$ cat config.mk
export PLATFORM = sky130hd
export DESIGN_NAME = wdt_start_ctrl
export DESIGN_NICKNAME = d
export VERILOG_FILES = /design/src/rtl/wdt_start_pkg.sv /design/src/rtl/wdt_hold_sampler.sv /design/src/rtl/wdt_reload_reg.sv /design/src/rtl/wdt_down_counter.sv /design/src/rtl/wdt_start_ctrl.sv
export SDC_FILE = /design/constraint.sdc
export NUM_CORES = 1
export LEC_CHECK = 0
export BUFFER_PORTS_ARGS = -buffer_cell sky130_fd_sc_hd__buf_2
export CORE_UTILIZATION = 45
export DETAILED_ROUTE_END_ITERATION = 10
export GPL_TIMING_DRIVEN = 0
export PLACE_DENSITY_LB_ADDON = 0.08
export SLEW_MARGIN = 20
export SYNTH_ARGS = -nofsm -noshare
export SYNTH_HDL_FRONTEND = slang
export SYNTH_SLANG_ARGS = --single-unit
export TNS_END_PERCENT = 30
$ cat constraint.sdc
create_clock -name clk_i -period 4.2 [get_ports clk_i]
set_input_delay 0.42 -clock clk_i [delete_from_list [all_inputs] [get_ports clk_i]]
set_output_delay 0.42 -clock clk_i [all_outputs]
set_load 0.1 [all_outputs]
$ cat src/rtl/wdt_start_pkg.sv
package wdt_start_pkg;
  typedef enum logic [1:0] {
    LOAD_NONE  = 2'd0,
    LOAD_START = 2'd1,
    LOAD_FRESH = 2'd2,
    LOAD_WRAP  = 2'd3
  } load_cause_e;

  function automatic int unsigned low_bits(input int unsigned cnt_w, input int unsigned rld_w);
    return cnt_w - rld_w;
  endfunction
endpackage

$ cat src/rtl/wdt_hold_sampler.sv
module wdt_hold_sampler (
  input  logic clk_i,
  input  logic rst_pin_i,
  input  logic hwpd_i,
  input  logic strap_i,
  output logic hold_o,
  output logic kill_o,
  output logic armed_o,
  output logic hw_start_o
);
  logic hold_q;
  logic armed_q;

  assign hold_o = rst_pin_i | hwpd_i;
  // a hold stops the watchdog unless it is a pin reset with the strap high
  assign kill_o = hwpd_i | (rst_pin_i & ~strap_i);

  always_ff @(posedge clk_i) begin
    hold_q <= hold_o;
    if (hold_o) begin
      armed_q <= strap_i;
    end
  end

  assign armed_o    = armed_q;
  assign hw_start_o = ~hold_o & hold_q & armed_q;
endmodule

$ cat src/rtl/wdt_reload_reg.sv
module wdt_reload_reg #(
  parameter int unsigned RLD_W = 8,
  parameter logic [RLD_W-1:0] RLD_DEFAULT = '0
) (
  input  logic             clk_i,
  input  logic             hold_i,
  input  logic             wr_i,
  input  logic [RLD_W-1:0] wdata_i,
  output logic [RLD_W-1:0] value_o
);
  logic [RLD_W-1:0] value_q;

  always_ff @(posedge clk_i) begin
    if (hold_i) begin
      value_q <= RLD_DEFAULT;
    end else if (wr_i) begin
      value_q <= wdata_i;
    end
  end

  assign value_o = value_q;
endmodule

$ cat src/rtl/wdt_down_counter.sv
module wdt_down_counter
  import wdt_start_pkg::*;
#(
  parameter int unsigned CNT_W = 16,
  parameter int unsigned RLD_W = 8
) (
  input  logic             clk_i,
  input  logic             hold_i,
  input  logic             kill_i,
  input  logic             hw_start_i,
  input  logic             sw_start_i,
  input  logic             refresh_i,
  input  logic [RLD_W-1:0] reload_i,
  output logic             running_o,
  output logic             timeout_o
);
  localparam int unsigned LOW_W = low_bits(CNT_W, RLD_W);

  logic [CNT_W-1:0] cnt_q;
  logic [CNT_W-1:0] load_val;
  logic             running_q;
  logic             timeout_q;
  load_cause_e      cause;

  assign load_val = {reload_i, {LOW_W{1'b0}}};

  always_comb begin
    cause = LOAD_NONE;
    if (!hold_i) begin
      if (hw_start_i || (sw_start_i && !running_q)) begin
        cause = LOAD_START;
      end else if (running_q && refresh_i) begin
        cause = LOAD_FRESH;
      end else if (running_q && cnt_q == CNT_W'(1)) begin
        cause = LOAD_WRAP;
      end
    end
  end

  always_ff @(posedge clk_i) begin
    timeout_q <= 1'b0;
    if (hold_i) begin
      // count frozen; only the kill rule decides the flag
      running_q <= ~kill_i;
    end else begin
      case (cause)
        LOAD_START: begin
          running_q <= 1'b1;
          cnt_q     <= load_val;
        end
        LOAD_FRESH: cnt_q <= load_val;
        LOAD_WRAP: begin
          cnt_q     <= load_val;
          timeout_q <= 1'b1;
        end
        default: begin
          if (running_q) begin
            cnt_q <= cnt_q - CNT_W'(1);
          end
        end
      endcase
    end
  end

  assign running_o = running_q;
  assign timeout_o = timeout_q;
endmodule

$ cat src/rtl/wdt_start_ctrl.sv
module wdt_start_ctrl #(
  parameter int unsigned CNT_W = 16,
  parameter int unsigned RLD_W = 8
) (
  input  logic             clk_i,
  input  logic             rst_pin_i,
  input  logic             hwpd_i,
  input  logic             strap_i,
  input  logic             sw_start_wr_i,
  input  logic             sw_start_wdata_i,
  output logic             sw_start_rd_o,
  input  logic             reload_wr_i,
  input  logic [RLD_W-1:0] reload_wdata_i,
  input  logic             refresh_i,
  output logic             running_o,
  output logic             timeout_o,
  output logic             psave_block_o
);
  logic hold;
  logic kill;
  logic armed;
  logic hw_start;
  logic sw_start;
  logic [RLD_W-1:0] reload_val;

  wdt_hold_sampler u_hold (
    .clk_i      (clk_i),
    .rst_pin_i  (rst_pin_i),
    .hwpd_i     (hwpd_i),
    .strap_i    (strap_i),
    .hold_o     (hold),
    .kill_o     (kill),
    .armed_o    (armed),
    .hw_start_o (hw_start)
  );

  wdt_reload_reg #(.RLD_W(RLD_W), .RLD_DEFAULT('0)) u_reload (
    .clk_i   (clk_i),
    .hold_i  (hold),
    .wr_i    (reload_wr_i),
    .wdata_i (reload_wdata_i),
    .value_o (reload_val)
  );

  assign sw_start = sw_start_wr_i & sw_start_wdata_i;

  wdt_down_counter #(.CNT_W(CNT_W), .RLD_W(RLD_W)) u_cnt (
    .clk_i      (clk_i),
    .hold_i     (hold),
    .kill_i     (kill),
    .hw_start_i (hw_start),
    .sw_start_i (sw_start),
    .refresh_i  (refresh_i),
    .reload_i   (reload_val),
    .running_o  (running_o),
    .timeout_o  (timeout_o)
  );

  assign sw_start_rd_o = running_o;
  assign psave_block_o = armed;
endmodule

Word-level counts from Yosys, hierarchy flattened
Cells that the tools add are included.
{"block": "totals", "reg_bits": 28, "inputBits": 16, "output_inout_bits": 4}
{"block": "op_classes", "addsub": 1, "eq_ne": 4, "mux": 9, "bitwise": 9, "reduce_logical": 9}
{"operator": "16-bit two-way mux", "n": 2}
{"operator": "16-bit by 1-bit equality test with 1-bit output, second input constant", "n": 1}
{"operator": "16-bit by 1-bit subtractor with 16-bit output, second input constant", "n": 1}
{"operator": "2-bit two-way mux", "n": 4}
{"operator": "1-bit bitwise AND", "n": 4}
{"operator": "2-bit equality test, second input constant", "n": 2}
{"operator": "2-bit nonzero test", "n": 2}
{"operator": "1-bit logical AND", "n": 3}
{"operator": "1-bit two-way mux", "n": 3}
{"operator": "1-bit inverter", "n": 3}
{"operator": "3-bit OR reduction", "n": 1}
{"operator": "2-bit by 1-bit equality test with 1-bit output, second input constant", "n": 1}
{"operator": "1-bit bitwise OR", "n": 2}
{"operator": "2-bit AND reduction", "n": 1}
{"operator": "1-bit logical NOT", "n": 1}
{"operator": "1-bit logical OR", "n": 1}

Longest topological paths before layout
Gate-level depths: netlist of run 1.
{"block": "depth", "ltp_word": 11, "depth_mapped": 8, "depth_no_buf": 7}

Cells and area by module
Synthesis of run 1 repeated with hierarchy kept, for this count alone.
{"block": "hier_totals", "cells_unflattened": 124, "hier_area_um2": 1433.9}
{"mod": "wdt_down_counter", "n_inst": 1, "cells_per_inst": 89, "area_each_um2": 1053.5, "seq_area_each_um2": 530.5}
{"mod": "wdt_reload_reg", "n_inst": 1, "cells_per_inst": 26, "area_each_um2": 285.3, "seq_area_each_um2": 160.2}
{"mod": "wdt_hold_sampler", "n_inst": 1, "cells_per_inst": 7, "area_each_um2": 81.3, "seq_area_each_um2": 50.0}
{"mod": "wdt_start_ctrl", "n_inst": 1, "cells_per_inst": 2, "area_each_um2": 13.8, "seq_area_each_um2": 0.0}

Worst setup path after synthesis of run 1
OpenSTA, ideal clock, no wires.
{"block": "synth_timing", "path_type": "register -> register", "from": "reg u_hold.armed_q (netlist: u_hold.armed_o)", "to": "reg u_cnt.cnt_q[0], enable pin", "setup_ns": 0.394, "arrival_ns": 1.981, "t_required_ns": 3.806, "slack_ns": 1.825, "path_stages_with_launch": 3, "n_path_buf": 0, "synth_period_minus_slack_ns": 2.375, "cell_sequence": "edfxtp_1 -> nand2_1 -> a21oi_1"}
{"block": "synth_between", "elab_chain_len": 8, "word_cells_on_any_way": 10}
{"item": "from (decl)", "line_no": "wdt_hold_sampler.sv:12", "rtl": "logic armed_q;"}
{"item": "from (signal assigned)", "line_no": "wdt_hold_sampler.sv:21", "rtl": "armed_q <= strap_i;"}
{"item": "1-bit bitwise AND (*)", "line_no": "wdt_hold_sampler.sv:26", "rtl": "assign hw_start_o = ~hold_o & hold_q & armed_q;"}
{"item": "1-bit logical OR (*)", "line_no": "wdt_down_counter.sv:30", "rtl": "if (hw_start_i || (sw_start_i && !running_q)) begin"}
{"item": "2-bit two-way mux (*)", "line_no": "wdt_down_counter.sv:30"}
{"item": "2-bit two-way mux (*)", "line_no": "wdt_down_counter.sv:29", "rtl": "if (!hold_i) begin"}
{"item": "2-bit by 1-bit equality test with 1-bit output / 2-bit equality test (equally long branches)", "line_no": "wdt_down_counter.sv:46", "rtl": "case (cause)"}
{"item": "3-bit OR reduction (no line) (*)"}
{"item": "2-bit nonzero test (no line) (*)"}
{"item": "2-bit AND reduction (no line) (*)"}
{"item": "to (signal assigned)", "line_no": "wdt_down_counter.sv:49", "rtl": "cnt_q <= load_val;"}
{"item": "to (signal assigned)", "line_no": "wdt_down_counter.sv:51", "rtl": "LOAD_FRESH: cnt_q <= load_val;"}
{"item": "to (signal assigned)", "line_no": "wdt_down_counter.sv:53", "rtl": "cnt_q <= load_val;"}
{"item": "to (decl)", "line_no": "wdt_down_counter.sv:19", "rtl": "logic [CNT_W-1:0] cnt_q;"}
Every way passes the cells marked *; elsewhere a longest branch is shown, timed or not.
A chain may end at the register's enable or synchronous reset.

Worst setup path in the final report of run 1
{"block": "layout_timing", "from": "reg u_cnt.cnt_q[4]", "to": "reg u_cnt.cnt_q[13] (data pin)"}
{"block": "layout_between", "elab_chain_len": 9, "word_cells_on_any_way": 13}
{"item": "16-bit by 1-bit equality test with 1-bit output", "line_no": "wdt_down_counter.sv:34", "rtl": "end else if (running_q && cnt_q == CNT_W'(1)) begin"}
{"item": "1-bit logical AND", "line_no": "wdt_down_counter.sv:34"}
{"item": "2-bit two-way mux", "line_no": "wdt_down_counter.sv:34"}
{"item": "2-bit two-way mux", "line_no": "wdt_down_counter.sv:32", "rtl": "end else if (running_q && refresh_i) begin"}
{"item": "2-bit two-way mux", "line_no": "wdt_down_counter.sv:30"}
{"item": "2-bit two-way mux", "line_no": "wdt_down_counter.sv:29"}
{"item": "2-bit by 1-bit equality test with 1-bit output / 2-bit equality test (equally long branches)", "line_no": "wdt_down_counter.sv:46"}
{"item": "3-bit OR reduction (no line)"}
{"item": "16-bit two-way mux (*)", "line_no": "wdt_down_counter.sv:46"}
Every way passes the cells marked *; elsewhere a longest branch is shown, timed or not. The select of a mux whose other input is x is not followed.

==> results of run 1 <==
[cells in the mapped netlist, drive strengths merged]
cell	number
nand3b	1
mux2i	8
nor2	18
a21oi	5
dfxtp	10
nor3b	1
nand3	3
nor4bb	1
or4	3
a31oi	1
nor3	6
or4bb	1
nor4	4
xor2	1
inv	4
or3	2
o21ai	9
buf	3
a31o	1
xnor2	11
ha	2
edfxtp	18
o31ai	1
nand2	11
clkbuf	2
[sequential cells by signal, summed over array words and instances, names as in the netlist]
name / flops
u_cnt.cnt_q: 16
u_cnt.running_o: 1
u_cnt.timeout_o: 1
u_hold.armed_o: 1
u_hold.hold_q: 1
u_reload.value_o: 8
[per-layer routing]
layer / GRT usage / wire length [um] / vias up
li1: - / - / 500
met1: 0.2012 / 1114 / 421
met2: 0.2608 / 1089 / 9
met3: 0.02041 / 37 / 2
met4: 0.07317 / 17 / 0
met5: 0 / 0 / -
[kinds of logic after synthesis]
kind of cell,Yosys count
muxes,8
DFF,28
AOI/OAI and AO/OA,17
adders and majority gates,2
buffers and inverters,9
and+or+nand+nor,51
xor gates and xnor gates,12
[worst paths after layout]
kind | start | to | cells past startpoint
setup reg to reg | u_cnt.cnt_q[4] | u_cnt.cnt_q[13] | 5
hold / removal | strap_i | u_hold.armed_o | 1
setup / recovery | u_cnt.cnt_q[4] | u_cnt.cnt_q[13] | 5
hold reg to reg | u_reload.value_o[5] | u_reload.value_o[5] | 2
[stage by stage]
step             util  setup slack (ps)
3_5_place_dp   0.5378              1939
5_1_grt        0.5564              1864
2_1_floorplan       -              1825
4_1_cts        0.5564              1921
3_3_place_gp   0.5365              1591
6_report       0.5564              1943
[layout make-up]
cell class,count,area (um2)
Inverter,4,15.01
Clock buffer,3,22.52
Multi-Input combinational cell,90,599.3
Timing Repair Buffer,18,90.09
Sequential cell,28,740.7
Buffer,5,37.54
Fill cell,261,1255
Clock inverter,1,30.03
Tap cell,31,38.79
[power groups by stage]
| stage | Clock (mW) | Combinational, mW | Sequential (mW) |
|---|---|---|---|
| global placement | 0 | 0.0731 | 0.326 |
| finish | 0.174 | 0.0748 | 0.320 |
| floorplan | 0 | 0.0454 | 0.337 |
| global route | 0.186 | 0.0817 | 0.322 |
| CTS | 0.180 | 0.0757 | 0.321 |
| detailed placement | 0 | 0.0754 | 0.327 |
[placed cells by master (no fill, tap or decap), types with 2 or more instances in the layout]
cell | netlist | routed
or4_4 | 2 | 2
ha_1 | 2 | 2
o21ai_1 | 6 | 6
nor2_1 | 18 | 18
clkbuf_4 | 0 | 3
xnor2_1 | 11 | 11
o21ai_0 | 2 | 2
mux2i_1 | 8 | 8
buf_2 | 0 | 18
nand3_1 | 3 | 3
nor3_1 | 3 | 3
nand2_1 | 11 | 11
buf_6 | 2 | 2
inv_1 | 4 | 4
edfxtp_1 | 18 | 18
nor3_2 | 3 | 3
nor4_1 | 3 | 3
dfxtp_1 | 10 | 10
clkbuf_1 | 2 | 2
a21oi_1 | 5 | 4
==> metrics.cfg, run 1 <==
[status]
outcome = finished clean

[critical_path]
cp_data_arrival_time_ps = 2360
end_kind = flop
cp_slowest_stage_delay_ps = 550
path_max_fanout = 6
worstPathRequired_ps = 4300
critPathBufInv = 0
cp_cell_sequence = or4_4, or4_4, nor4_4, xnor2_1, o21ai_2
slowest_stage = or4_4
r2r_slack_ps = 1940
crit_path_frequent_cell = or4_4
path_delay_family = simple AND/OR/NAND/NOR gates
crit_type = reg2reg
startpoint_type = flop

[synthesis]
synth_compound_area_frac = 0.06937
synth_top_cell_area_share = 0.3892
yosysWarnings = 0
synth.cell_area_um2 = 1389
synth_xor_area_frac = 0.07568
synthTopCellsByArea = edfxtp_1 (39%), dfxtp_1 (14%), xnor2_1 (6.9%)
yosys.area.top_type = edfxtp_1
yosys.area_share.simple = 0.2081
ys_seq_area_frac = 0.5333
syn_avg_cell_area_um2 = 10.94
synthCells = 127
ys_ff_latch = 28
synth_mux_area_frac = 0.05766
synth_adder_area_share = 0.01802
synth_nets = 145
synth_cell_types = 32
synth_top_family_by_area = simple AND/OR/NAND/NOR gates

[power]
leakage_nw = 0.5618
p_total_mw = 0.5691
p_switching_mw = 0.1366
p_per_area_nw_per_um2 = 361.6
p_int_mw = 0.4325
peakVddDrop_mv = 0.2503
power_frac_comb = 0.131
clkPwrFrac = 0.305
p_sw_frac = 0.2400
p_seq_frac = 0.563

[detailed_routing]
antenna_left = 0
wirelength_mm = 2.257
vias = 932
drt_iter0_drc = 29
wire_per_inst_um = 12.54
drc = 0
dr.pass1.iters = 4
post_drt_via_cell_ratio = 5.178

[cells_and_area]
fin_cells = 180
n_antenna_cell = 0
stdcell_area_um2 = 1574
syn_to_final_growth_pct = 13.33
drive_gt1_frac = 0.2349
nets = 168

[timing]
slew_violations = 0
skew_ps = 1.646
fin_crit_sh = 0.5373
fin_crit_ps = 2257
fmax_ghz = 0.4432
slew_headroom = 0.4206
setup_viol = 0
setup_tns_ps = 0
hold_viol = 0
rsz0062_at_grt = false
whs_ps = 273.5
tightest_slew_ps = 869.2

[placement]
post-place-cells = 176
hpwl_mm = 1.721
numPortBuffers = 18
placement.cell_area_um2 = 1521
gp_congestion = 0.7268

[clock_network]
insertion_delay_ps = 320
cts-htree-levels = 1
cts_tree = yes
cts.sinks = 28
cts_setup_buffers = 0
clk_pin_slew_ps = 150
cts.repair.resized = 0
postCtsHoldBufs = 0
cts-root-buf = clkbuf_4
numCtsBuffers = 3
clockBufferDepth = 2

[die]
fp.dieArea_um2 = 3313
coreArea_um2 = 2829
fp-row-count = 19
die_w_um = 57.56
start_util = 0.4909
boundaryPins = 20
dieHeight_um = 57.56

[hold_path]
hold_path_class = in2reg

[global_routing]
grt_pass1_wl_mm = 3.919
grt_usage = 0.1563
antenna_found_initial = 0
grt_pass1_vias = 894
grt_overflow_total = 0
grt_max_degree = 17

[flow_run]
cap_violations = 0

Power figures use the tool's default switching activity.
==> run 2, diff against run 1 <==
Clock period 4.2 ns to 2.06 ns, I/O delays scaled along.
==> metrics.cfg, run 2 (same netlist as run 1, synthesis figures left out) <==
[status]
outcome = finished, violations left  ; was finished clean
violations = negative setup slack

[critical_path]
startpoint_type = flop  ; unchanged
r2r_start = u_cnt.cnt_q[7]  ; was u_cnt.cnt_q[4]
end_kind = flop  ; unchanged
path_max_fanout = 5  ; was 6
r2r_slack_ps = -100  ; was 1940 ps
crit_type = reg2reg  ; unchanged
worstPathRequired_ps = 2150  ; was 4300 ps
worst-r2r-cell-count = 5  ; unchanged
worstReg2RegEnd = u_cnt.cnt_q[15]  ; was u_cnt.cnt_q[13]
cp_data_arrival_time_ps = 2250  ; was 2360 ps

[placement]
placement.cell_area_um2 = 1529  ; was 1521 um2
post-place-cells = 176  ; unchanged
hpwl_mm = 1.761  ; was 1.721 mm
gp_congestion = 0.7110  ; was 0.7268
dp_slack_ps = -202.2  ; was 1939 ps
numPortBuffers = 18  ; unchanged

[die]
coreArea_um2 = 2829  ; unchanged
boundaryPins = 20  ; unchanged
fp.dieArea_um2 = 3313  ; unchanged
die_w_um = 57.56  ; unchanged
fp-row-count = 19  ; unchanged
dieHeight_um = 57.56  ; unchanged
start_util = 0.4909  ; unchanged

[detailed_routing]
drc = 0  ; unchanged
vias = 956  ; was 932
wire_per_inst_um = 12.91  ; was 12.54 um
drt_iter0_drc = 31  ; was 29
wirelength_mm = 2.389  ; was 2.257 mm
post_drt_via_cell_ratio = 5.168  ; was 5.178
dr.pass1.iters = 4  ; unchanged
antenna_left = 0  ; unchanged

[power]
peakVddDrop_mv = 0.4102  ; was 0.2503 mV
p_per_area_nw_per_um2 = 715.1  ; was 361.6 nW/um2
p_total_mw = 1.168  ; was 0.5691 mW
leakage_nw = 0.6061  ; was 0.5618 nW

[cells_and_area]
largest_reg_flops = 16  ; unchanged
stdcell_area_um2 = 1633  ; was 1574 um2
post-route-util = 0.5772  ; was 0.5564
fill_cells = 259  ; was 261
syn_to_final_growth_pct = 17.57  ; was 13.33%
nets = 173  ; was 168
fin_cells = 185  ; was 180
final_cell_mix = nor2_1 (18), buf_2 (18), edfxtp_1 (18), nand2_1 (11)  ; was nor2_1 (18), buf_2 (18), edfxtp_1 (18), nand2_1 (11), xnor2_1 (11)
drive_gt1_frac = 0.2662  ; was 0.2349
n_antenna_cell = 0  ; unchanged
regMostFlops = u_cnt.cnt_q  ; unchanged

[global_routing]
grt_pass1_wl_mm = 4.181  ; was 3.919 mm
grt_overflow_total = 0  ; unchanged
antenna_found_initial = 0  ; unchanged
grt_max_degree = 17  ; unchanged
grt_pass1_vias = 962  ; was 894
grt_usage = 0.1668  ; was 0.1563

[timing]
tightest_slew_ps = 551.6  ; was 869.2 ps
slew_violations = 0  ; unchanged
skew_ps = 4.673  ; was 1.646 ps
fin_crit_ps = 2157  ; was 2257 ps
whs_ps = 64.72  ; was 273.5 ps
rsz0062_at_grt = true  ; was false
hold_viol = 0  ; unchanged
fmax_ghz = 0.4636  ; was 0.4432 GHz
setup_tns_ps = -364.8  ; was 0 ps
slew_headroom = 0.6322  ; was 0.4206
fin_crit_sh = 1.047  ; was 0.5373
setup_viol = 12  ; was 0
worst_slack_ps = -97.22  ; was 1943 ps

[clock_network]
postCtsHoldBufs = 0  ; unchanged
cts.sinks = 28  ; unchanged
numCtsBuffers = 3  ; unchanged
clk_pin_slew_ps = 140  ; was 150 ps
cts-htree-levels = 1  ; unchanged
cts-root-buf = clkbuf_4  ; unchanged
cts_tree = yes  ; unchanged
insertion_delay_ps = 320  ; about the same
clockBufferDepth = 2  ; unchanged

[hold_path]
hold_path_end = u_hold.armed_o  ; unchanged
hold_path_class = in2reg  ; unchanged
worstHoldPathCells = 1  ; unchanged
min_from = strap_i  ; unchanged

[flow_run]
cap_violations = 0  ; unchanged

run 2: cell types whose count changed in the layout (fill, tap and decap cells not counted):
cell / before / now
nor3_4: 0 / 1
xnor2_1: 11 / 10
xnor2_2: 0 / 1
nor3_2: 3 / 2
a21oi_2: 1 / 0
buf_4: 1 / 6
a21oi_4: 0 / 1
run 2: timing repair:
item                       CTS  global route
setup endpoints to repair   16            16
pin swaps                    5             0
buffers inserted             4             1
resized for setup            2             0
run 2: critical path, stage by stage, from the launching register on:
cell and delay [ps]:
edfxtp_1 420, or4_4 580, or4_4 500, nor3_4 210
xnor2_1 160, o21ai_1 70
run 2: layout make-up:
type	instances	area, um2	area share
Buffer	5	37.54	0.02299
Clock buffer	3	22.52	0.01379
Clock inverter	1	30.03	0.01839
Inverter	4	15.01	0.009195
Multi-Input combinational cell	90	620.6	0.3801
Sequential cell	28	740.7	0.4536
Tap cell	31	38.79	0.02375
Timing Repair Buffer	23	127.6	0.07816
run 2: worst max path at each step:
stage                    start               to  slack [ps]  cells after the start
6_report        u_cnt.cnt_q[7]  u_cnt.cnt_q[15]        -100                      5
2_1_floorplan  u_cnt.running_o  u_cnt.cnt_q[11]        -180                      5
3_3_place_gp    u_cnt.cnt_q[4]  u_cnt.cnt_q[13]        -160                      5
4_1_cts         u_cnt.cnt_q[5]  u_cnt.cnt_q[15]        -100                      5
5_1_grt         u_cnt.cnt_q[5]  u_cnt.cnt_q[15]        -160                      5
3_5_place_dp    u_cnt.cnt_q[4]  u_cnt.cnt_q[13]        -200                      5
run 2: layer usage:
layer  part of all wire  GRT usage
met5                  0          0
met4             0.0067    0.06272
met3              0.024    0.02721
met2               0.50     0.2890
met1               0.47     0.2082
run 2: report_power, final:
part | leakage (nW) | internal, mW | switching [mW] | total [mW]
logic | 0.326 | 0.0605 | 0.104 | 0.165
clock network | 0.0279 | 0.197 | 0.154 | 0.351
registers | 0.252 | 0.631 | 0.0214 | 0.652
total | 0.606 | 0.888 | 0.280 | 1.17
